[config.mk]
export PLATFORM = sky130hd
export DESIGN_NAME = instrSequencer
export DESIGN_NICKNAME = d
export VERILOG_FILES = /design/src/rtl/seqCtlPkg.sv /design/src/rtl/seqTimer.sv /design/src/rtl/seqDecode.sv /design/src/rtl/instrSequencer.sv
export SDC_FILE = /design/constraint.sdc
export NUM_CORES = 1
export LEC_CHECK = 0
export BUFFER_PORTS_ARGS = -buffer_cell sky130_fd_sc_hd__buf_2
export CAP_MARGIN = 10
export CORE_ASPECT_RATIO = 1.5
export CORE_UTILIZATION = 47
export CTS_CLUSTER_DIAMETER = 30
export DETAILED_ROUTE_END_ITERATION = 16
export GPL_TIMING_DRIVEN = 1
export PLACE_DENSITY = 0.76
export REMOVE_ABC_BUFFERS = 1
export SLEW_MARGIN = 20
export SYNTH_ARGS = -nofsm -noshare
export SYNTH_HDL_FRONTEND = slang
export SYNTH_SLANG_ARGS = --single-unit
[constraint.sdc]
create_clock -name clk -period 2.3 [get_ports clk]
set_input_delay 0.23 -clock clk [delete_from_list [all_inputs] [get_ports clk]]
set_output_delay 0.23 -clock clk [all_outputs]
set_load 0.05 [all_outputs]
[src/rtl/seqCtlPkg.sv]
package seqCtlPkg;

  typedef enum logic [2:0] {
    OP_NOP, OP_MOV8, OP_LDI, OP_ALU, OP_MOV16, OP_JUMP, OP_HALT
  } opClassT;

  typedef struct packed {
    logic selPc;
    logic memRead;
    logic loadInst;
    logic loadInc;
    logic selInc;
    logic loadPc;
    logic selSrc;
    logic selImm;
    logic loadDst;
    logic aluDrive;
    logic loadCc;
    logic loadAddrHi;
    logic loadAddrLo;
    logic selAddr;
    logic loadLink;
  } strobeT;

  // fixed positions in the state sequence
  localparam int EXEC_AT   = 6;   // first state after fetch and PC advance
  localparam int BYTE_STEP = 5;   // states per operand byte
  localparam int LINK_AT   = 16;  // return address save
  localparam int XFER_AT   = 18;  // PC transfer

  localparam logic [7:0] HALT_OP = 8'b1010_1110;
  localparam logic [7:0] CALL_OP = 8'b1110_0111;

  function automatic opClassT classify(input logic [7:0] op);
    opClassT c;
    c = OP_NOP;
    if (op[7:6] == 2'b00)               c = OP_MOV8;
    else if (op[7:6] == 2'b01)          c = OP_LDI;
    else if (op[7:4] == 4'b1000)        c = OP_ALU;
    else if (op == HALT_OP)             c = OP_HALT;
    else if (op[7:4] == 4'b1010 && !op[0]) c = OP_MOV16;
    else if (op == 8'hE6 || op == 8'hE7 || op == 8'hF0 ||
             op == 8'hE8 || op == 8'hE4 || op == 8'hE2) c = OP_JUMP;
    return c;
  endfunction

  function automatic logic jumpTaken(input logic [7:0] op, input logic z,
                                     input logic cy, input logic s);
    logic t;
    case (op)
      8'hF0:   t = s;
      8'hE8:   t = cy;
      8'hE4:   t = z;
      8'hE2:   t = !z;
      default: t = 1'b1;
    endcase
    return t;
  endfunction

endpackage

[src/rtl/seqTimer.sv]
module seqTimer #(
  parameter int STATE_W  = 5,
  parameter int LONG_LEN = 24
) (
  input  logic               clk,
  input  logic               rstN,
  input  logic [STATE_W-1:0] lastState,
  input  logic               haltReq,
  output logic [STATE_W-1:0] state,
  output logic               halted
);
  localparam logic [STATE_W-1:0] FIRST = STATE_W'(1);
  localparam logic [STATE_W-1:0] TOP   = STATE_W'(LONG_LEN);

  always_ff @(posedge clk) begin
    if (!rstN) begin
      state  <= FIRST;
      halted <= 1'b0;
    end else if (!halted) begin
      if (haltReq)                halted <= 1'b1;
      else if (state == lastState) state <= FIRST;
      else                        state <= state + FIRST;
    end
  end

  p_state_range_r12: assert property (@(posedge clk) disable iff (!rstN)
    (state >= FIRST && state <= TOP));
  p_wrap_r12: assert property (@(posedge clk) disable iff (!rstN)
    (!halted && !haltReq && state == lastState) |=> (state == FIRST));
  p_halt_freeze_r10: assert property (@(posedge clk) disable iff (!rstN)
    halted |=> (halted && $stable(state)));
endmodule

[src/rtl/seqDecode.sv]
module seqDecode
  import seqCtlPkg::*;
#(
  parameter int STATE_W   = 5,
  parameter int SHORT_LEN = 8,
  parameter int MID_LEN   = 10,
  parameter int LONG_LEN  = 24
) (
  input  logic               clk,
  input  logic               rstN,
  input  logic [STATE_W-1:0] state,
  input  logic               halted,
  input  logic [7:0]         instrReg,
  input  logic               zFlag,
  input  logic               cyFlag,
  input  logic               sFlag,
  output strobeT             strb,
  output logic [2:0]         aluFunc,
  output logic [STATE_W-1:0] lastState,
  output logic               haltReq
);
  localparam logic [STATE_W-1:0] S_EXEC = STATE_W'(EXEC_AT);
  localparam logic [STATE_W-1:0] S_STEP = STATE_W'(BYTE_STEP);
  localparam logic [STATE_W-1:0] S_LO   = STATE_W'(EXEC_AT + BYTE_STEP);
  localparam logic [STATE_W-1:0] S_OPND = STATE_W'(EXEC_AT + 2 * BYTE_STEP);
  localparam logic [STATE_W-1:0] S_LINK = STATE_W'(LINK_AT);
  localparam logic [STATE_W-1:0] S_XFER = STATE_W'(XFER_AT);

  opClassT cls;
  logic taken;
  logic [STATE_W-1:0] off;

  assign cls     = classify(instrReg);
  assign taken   = jumpTaken(instrReg, zFlag, cyFlag, sFlag);
  assign haltReq = !halted && cls == OP_HALT && state == S_EXEC;

  always_comb begin
    case (cls)
      OP_MOV16: lastState = STATE_W'(MID_LEN);
      OP_JUMP:  lastState = STATE_W'(LONG_LEN);
      default:  lastState = STATE_W'(SHORT_LEN);
    endcase
  end

  always_comb begin
    off = state - S_EXEC;
    if (off >= S_STEP) off = off - S_STEP;
  end

  always_comb begin
    strb = '0;
    if (!halted) begin
      case (state)
        STATE_W'(1): begin strb.selPc = 1'b1; strb.memRead = 1'b1; end
        STATE_W'(2): begin strb.selPc = 1'b1; strb.memRead = 1'b1; strb.loadInst = 1'b1; end
        STATE_W'(3): begin strb.selPc = 1'b1; strb.loadInc = 1'b1; end
        STATE_W'(4): strb.selInc = 1'b1;
        STATE_W'(5): begin strb.selInc = 1'b1; strb.loadPc = 1'b1; end
        default: ;
      endcase
      if (state >= S_EXEC) begin
        case (cls)
          OP_ALU: begin
            strb.aluDrive = (state <= S_EXEC + 1);
            strb.loadDst  = (state == S_EXEC + 1);
            strb.loadCc   = (state == S_EXEC + 1);
          end
          OP_MOV8: begin
            strb.selSrc  = (state <= S_EXEC + 1);
            strb.loadDst = (state == S_EXEC + 1);
          end
          OP_LDI: begin
            strb.selImm  = (state <= S_EXEC + 1);
            strb.loadDst = (state == S_EXEC + 1);
          end
          OP_MOV16: begin
            strb.selSrc  = (state <= S_EXEC + 2);
            strb.loadDst = (state == S_EXEC + 2);
          end
          OP_JUMP: begin
            if (state < S_OPND) begin
              case (off)
                STATE_W'(0): begin strb.selPc = 1'b1; strb.memRead = 1'b1; end
                STATE_W'(1): begin
                  strb.selPc = 1'b1; strb.memRead = 1'b1;
                  strb.loadAddrHi = (state < S_LO);
                  strb.loadAddrLo = (state >= S_LO);
                end
                STATE_W'(2): begin strb.selPc = 1'b1; strb.loadInc = 1'b1; end
                STATE_W'(3): strb.selInc = 1'b1;
                default:     begin strb.selInc = 1'b1; strb.loadPc = 1'b1; end
              endcase
            end else if (instrReg == CALL_OP && state < S_XFER) begin
              strb.selPc    = 1'b1;
              strb.loadLink = (state == S_LINK + 1);
            end else if (taken && (state == S_XFER || state == S_XFER + 1)) begin
              strb.selAddr = 1'b1;
              strb.loadPc  = (state == S_XFER + 1);
            end
          end
          default: ;
        endcase
      end
    end
  end

  assign aluFunc = strb.aluDrive ? instrReg[2:0] : 3'b000;

  p_inst_after_read_r2: assert property (@(posedge clk) disable iff (!rstN)
    strb.loadInst |-> $past(strb.memRead));
  p_pc_after_inc_r3: assert property (@(posedge clk) disable iff (!rstN)
    (strb.loadPc && strb.selInc) |-> $past(strb.selInc || strb.loadInc));
  p_cc_follows_alu_r4: assert property (@(posedge clk) disable iff (!rstN)
    strb.loadCc |-> $past(strb.aluDrive));
  p_addr_bus_r13: assert property (@(posedge clk) disable iff (!rstN)
    $onehot0({strb.selPc, strb.selInc, strb.selAddr}));
  p_data_bus_r13: assert property (@(posedge clk) disable iff (!rstN)
    $onehot0({strb.memRead, strb.selSrc, strb.selImm, strb.aluDrive}));
endmodule

[src/rtl/instrSequencer.sv]
module instrSequencer
  import seqCtlPkg::*;
#(
  parameter int SHORT_LEN = 8,
  parameter int MID_LEN   = 10,
  parameter int LONG_LEN  = 24,
  localparam int STATE_W  = $clog2(LONG_LEN + 1)
) (
  input  logic               clk,
  input  logic               rstN,
  input  logic [7:0]         instrReg,
  input  logic               zFlag,
  input  logic               cyFlag,
  input  logic               sFlag,
  output logic [STATE_W-1:0] stateNum,
  output logic               halted,
  output logic               selPc,
  output logic               memRead,
  output logic               loadInst,
  output logic               loadInc,
  output logic               selInc,
  output logic               loadPc,
  output logic               selSrc,
  output logic               selImm,
  output logic               loadDst,
  output logic               aluDrive,
  output logic [2:0]         aluFunc,
  output logic               loadCc,
  output logic               loadAddrHi,
  output logic               loadAddrLo,
  output logic               selAddr,
  output logic               loadLink
);
  strobeT strb;
  logic [STATE_W-1:0] lastState;
  logic haltReq;

  seqTimer #(.STATE_W(STATE_W), .LONG_LEN(LONG_LEN)) uTimer (
    .clk(clk), .rstN(rstN), .lastState(lastState), .haltReq(haltReq),
    .state(stateNum), .halted(halted)
  );

  seqDecode #(.STATE_W(STATE_W), .SHORT_LEN(SHORT_LEN), .MID_LEN(MID_LEN),
              .LONG_LEN(LONG_LEN)) uDecode (
    .clk(clk), .rstN(rstN), .state(stateNum), .halted(halted),
    .instrReg(instrReg), .zFlag(zFlag), .cyFlag(cyFlag), .sFlag(sFlag),
    .strb(strb), .aluFunc(aluFunc), .lastState(lastState), .haltReq(haltReq)
  );

  assign {selPc, memRead, loadInst, loadInc, selInc, loadPc, selSrc, selImm,
          loadDst, aluDrive, loadCc, loadAddrHi, loadAddrLo, selAddr, loadLink} = strb;
endmodule

==> impl_metrics.ini <==
[drt]
drc_errors = 0
routed-via-count = 1755
wl_per_cell_um = 17.9
vias_per_cell = 6.36
dr.first_iter.drc_count = 69
dr.pass1.iters = 5
drt-total-wl_mm = 4.94
ant_nets = 0

[cts]
clock_sinks = 6
cts_tree = done
h-tree-depth = 1
cts_buffers = 3
cts.clk_slew.worst_paths_ns = 0.05
clock_latency_ns = 0.25
clock_path_buffers = 2
ctsRootBufferMaster = clkbuf_4

[yosys]
yosysUniqueCellTypes = 60
synth_seq_cells = 6
synth_top_area_share = 0.0976
syn-cell-area_um2 = 1280
yosysSeqAreaShare = 0.0937
synth_mux_area_frac = 0.00780
synth_edf_count = 0
async_flop_share = 0
yosysWarnings = 0
syn-instance-count = 178
ys.flop_type = dfxtp_1
avgSynthCellArea_um2 = 7.20
yosysTopAreaCell = ha_1
netlist_top_cells_area = ha_1 9.8%, dfxtp_1 9.4%, nand2_1 5.9%, a21oi_1 5.5%, nor2_1 3.5%
synth_top_family_by_area = simple AND/OR/NAND/NOR gates
synth_compound_area_frac = 0.290
synthAdderAreaFrac = 0.0976
synthSimpleGateAreaFrac = 0.383
synth_xor_area_frac = 0.0693

[hold_path]
min_path_type = input port to flip-flop

[placed_design]
place.gp.congestion = 0.954
dpl.cell_count = 272
hpwl_mm = 3.32
dpl_worst_slack_ns = -0.237
port_buffers = 36

[status]
violations = negative setup slack
status = finished with violations

[finish]
area_growth_pct = 58.8
drive_gt1_frac = 0.508
layout.nets = 265
final_cells = 276
fin_util = 0.813
n_antenna_cell = 0

[timing]
setup_viol = 7
slew_headroom = 0.559
max_freq_mhz = 411
drv_slew = 0
min_period_over_period = 1.06
worst_pin_slew_ns = 0.653
fin_skew_ns = 0.000754
finalHoldViolCount = 0
fin_crit_ns = 2.43
hold_ws_ns = 0.208
fin_ws_ns = -0.135
rsz0062_at_grt = yes

[grt]
grt_max_degree = 18
antenna_found_initial = 0
grt_pass1_vias = 1745
use_met2 = 0.607
top_usage_layer = met2
use_met1 = 0.359
grt_pass1_wl_mm = 7.55
met3_usage = 0.0383
grt-ovfl-total = 0
track_usage = 0.338

[worst_setup_path]
end_kind = output pin
path_max_fanout = 4
cp.required_ns = 2.07
cp.arrival_ns = 2.20
criticalPathCategory = flip-flop to output pin
start_kind = flip-flop

[pwr]
leakagePower_nw = 0.866
p_per_area_nw_per_um2 = 366
ir_drop_uv = 337

[die]
start_util = 0.512
die_w_um = 44.7
die-area_um2 = 2950
rows = 22
pin_count = 37
die_h_um = 66.0
fp.coreArea_um2 = 2500

[job]
maxCapViolCount = 0
## layer usage
metal | up-vias | part of all wire
li1 | 794 | -
met1 | 822 | 0.37
met2 | 118 | 0.53
met3 | 21 | 0.070
met4 | 0 | 0.035
met5 | - | 0
## final timing paths
path / cells past startpoint / slack, ns / to / from
setup / recovery: 9 / -0.13 / memRead / uTimer.state[2]
hold reg to reg: 3 / 0.68 / uTimer.state[1] / uTimer.state[1]
setup reg to reg: 6 / 0.19 / uTimer.state[1] / uTimer.state[4]
hold / removal: 2 / 0.21 / uTimer.state[0] / rstN
## critical path: stages (launching register included)
cell	delay, ns
dfxtp_4	0.37
buf_6	0.13
ha_4	0.16
a21oi_4	0.19
o21ai_1	0.13
o22ai_2	0.18
a21oi_2	0.11
or2_4	0.28
o31ai_4	0.22
buf_6	0.19
## placed cells by master, fill, tap and decap left out, types with 5 or more instances in the layout
master,count
nor3_1,5
a21oi_1,9
buf_6,8
nor2_1,11
buf_4,36
nand2_1,20
buf_2,25
ha_4,5
and2_1,5
## kinds of logic (layout without fill, tap and decap cells)
| kind of cell | count (synthesis) | count (layout) |
|---|---|---|
| flip-flops | 6 | 6 |
| adder cells (fa/ha/maj) | 10 | 10 |
| XOR/XNOR | 8 | 8 |
| multiplexers | 1 | 1 |
| AND/OR/NAND/NOR | 87 | 87 |
| AO/OA/AOI/OAI | 50 | 50 |
| buffers and inverters | 16 | 78 |
## report_power, final
part	switching, mW	leakage [nW]	internal, mW
clock	0.0440	0.0138	0.0594
sequential	0.0172	0.0507	0.112
combinational	0.297	0.802	0.215
## cells in the mapped netlist, types with 4 or more instances
cell and number:
xnor2_1 5, nand3_1 5, a21oi_1 14, inv_1 5, nor3_1 7, dfxtp_1 6, o21ai_0 4, nand2_1 20
and2_1 6, ha_1 10, nor4_1 5, nor2_1 12, clkbuf_1 4
## what timing repair did
item | CTS | global route
hold endpoints to repair | 0 | 0
pin swaps | 12 | 8
resized for setup | 58 | 12
setup buffers | 1 | 0
hold buffers | 0 | 0
setup endpoints to repair | 12 | 13
## state kept, by name, indices dropped and copies added, names as in the netlist
signal,cells
uTimer.halted,1
uTimer.state,5
## layout make-up
| cell class | count | area (um2) |
|---|---|---|
| Timing Repair Buffer | 69 | 485 |
| Clock buffer | 3 | 22.5 |
| Fill cell | 160 | 468 |
| Tap cell | 36 | 45.0 |
| Inverter | 6 | 27.5 |
| Multi-Input combinational cell | 156 | 1330 |
| Sequential cell | 6 | 130 |
## metrics by stage
step	cell area, um2	total power, mW	TNS, ns
2_1_floorplan	1230	0.363	-11.98
3_3_place_gp	1700	0.501	-0.220
3_5_place_dp	1700	0.513	-1.25
4_1_cts	1970	0.703	-0.459
5_1_grt	2040	0.778	-1.36
6_report	2040	0.745	-0.744
(Power assumes the default switching activity.)
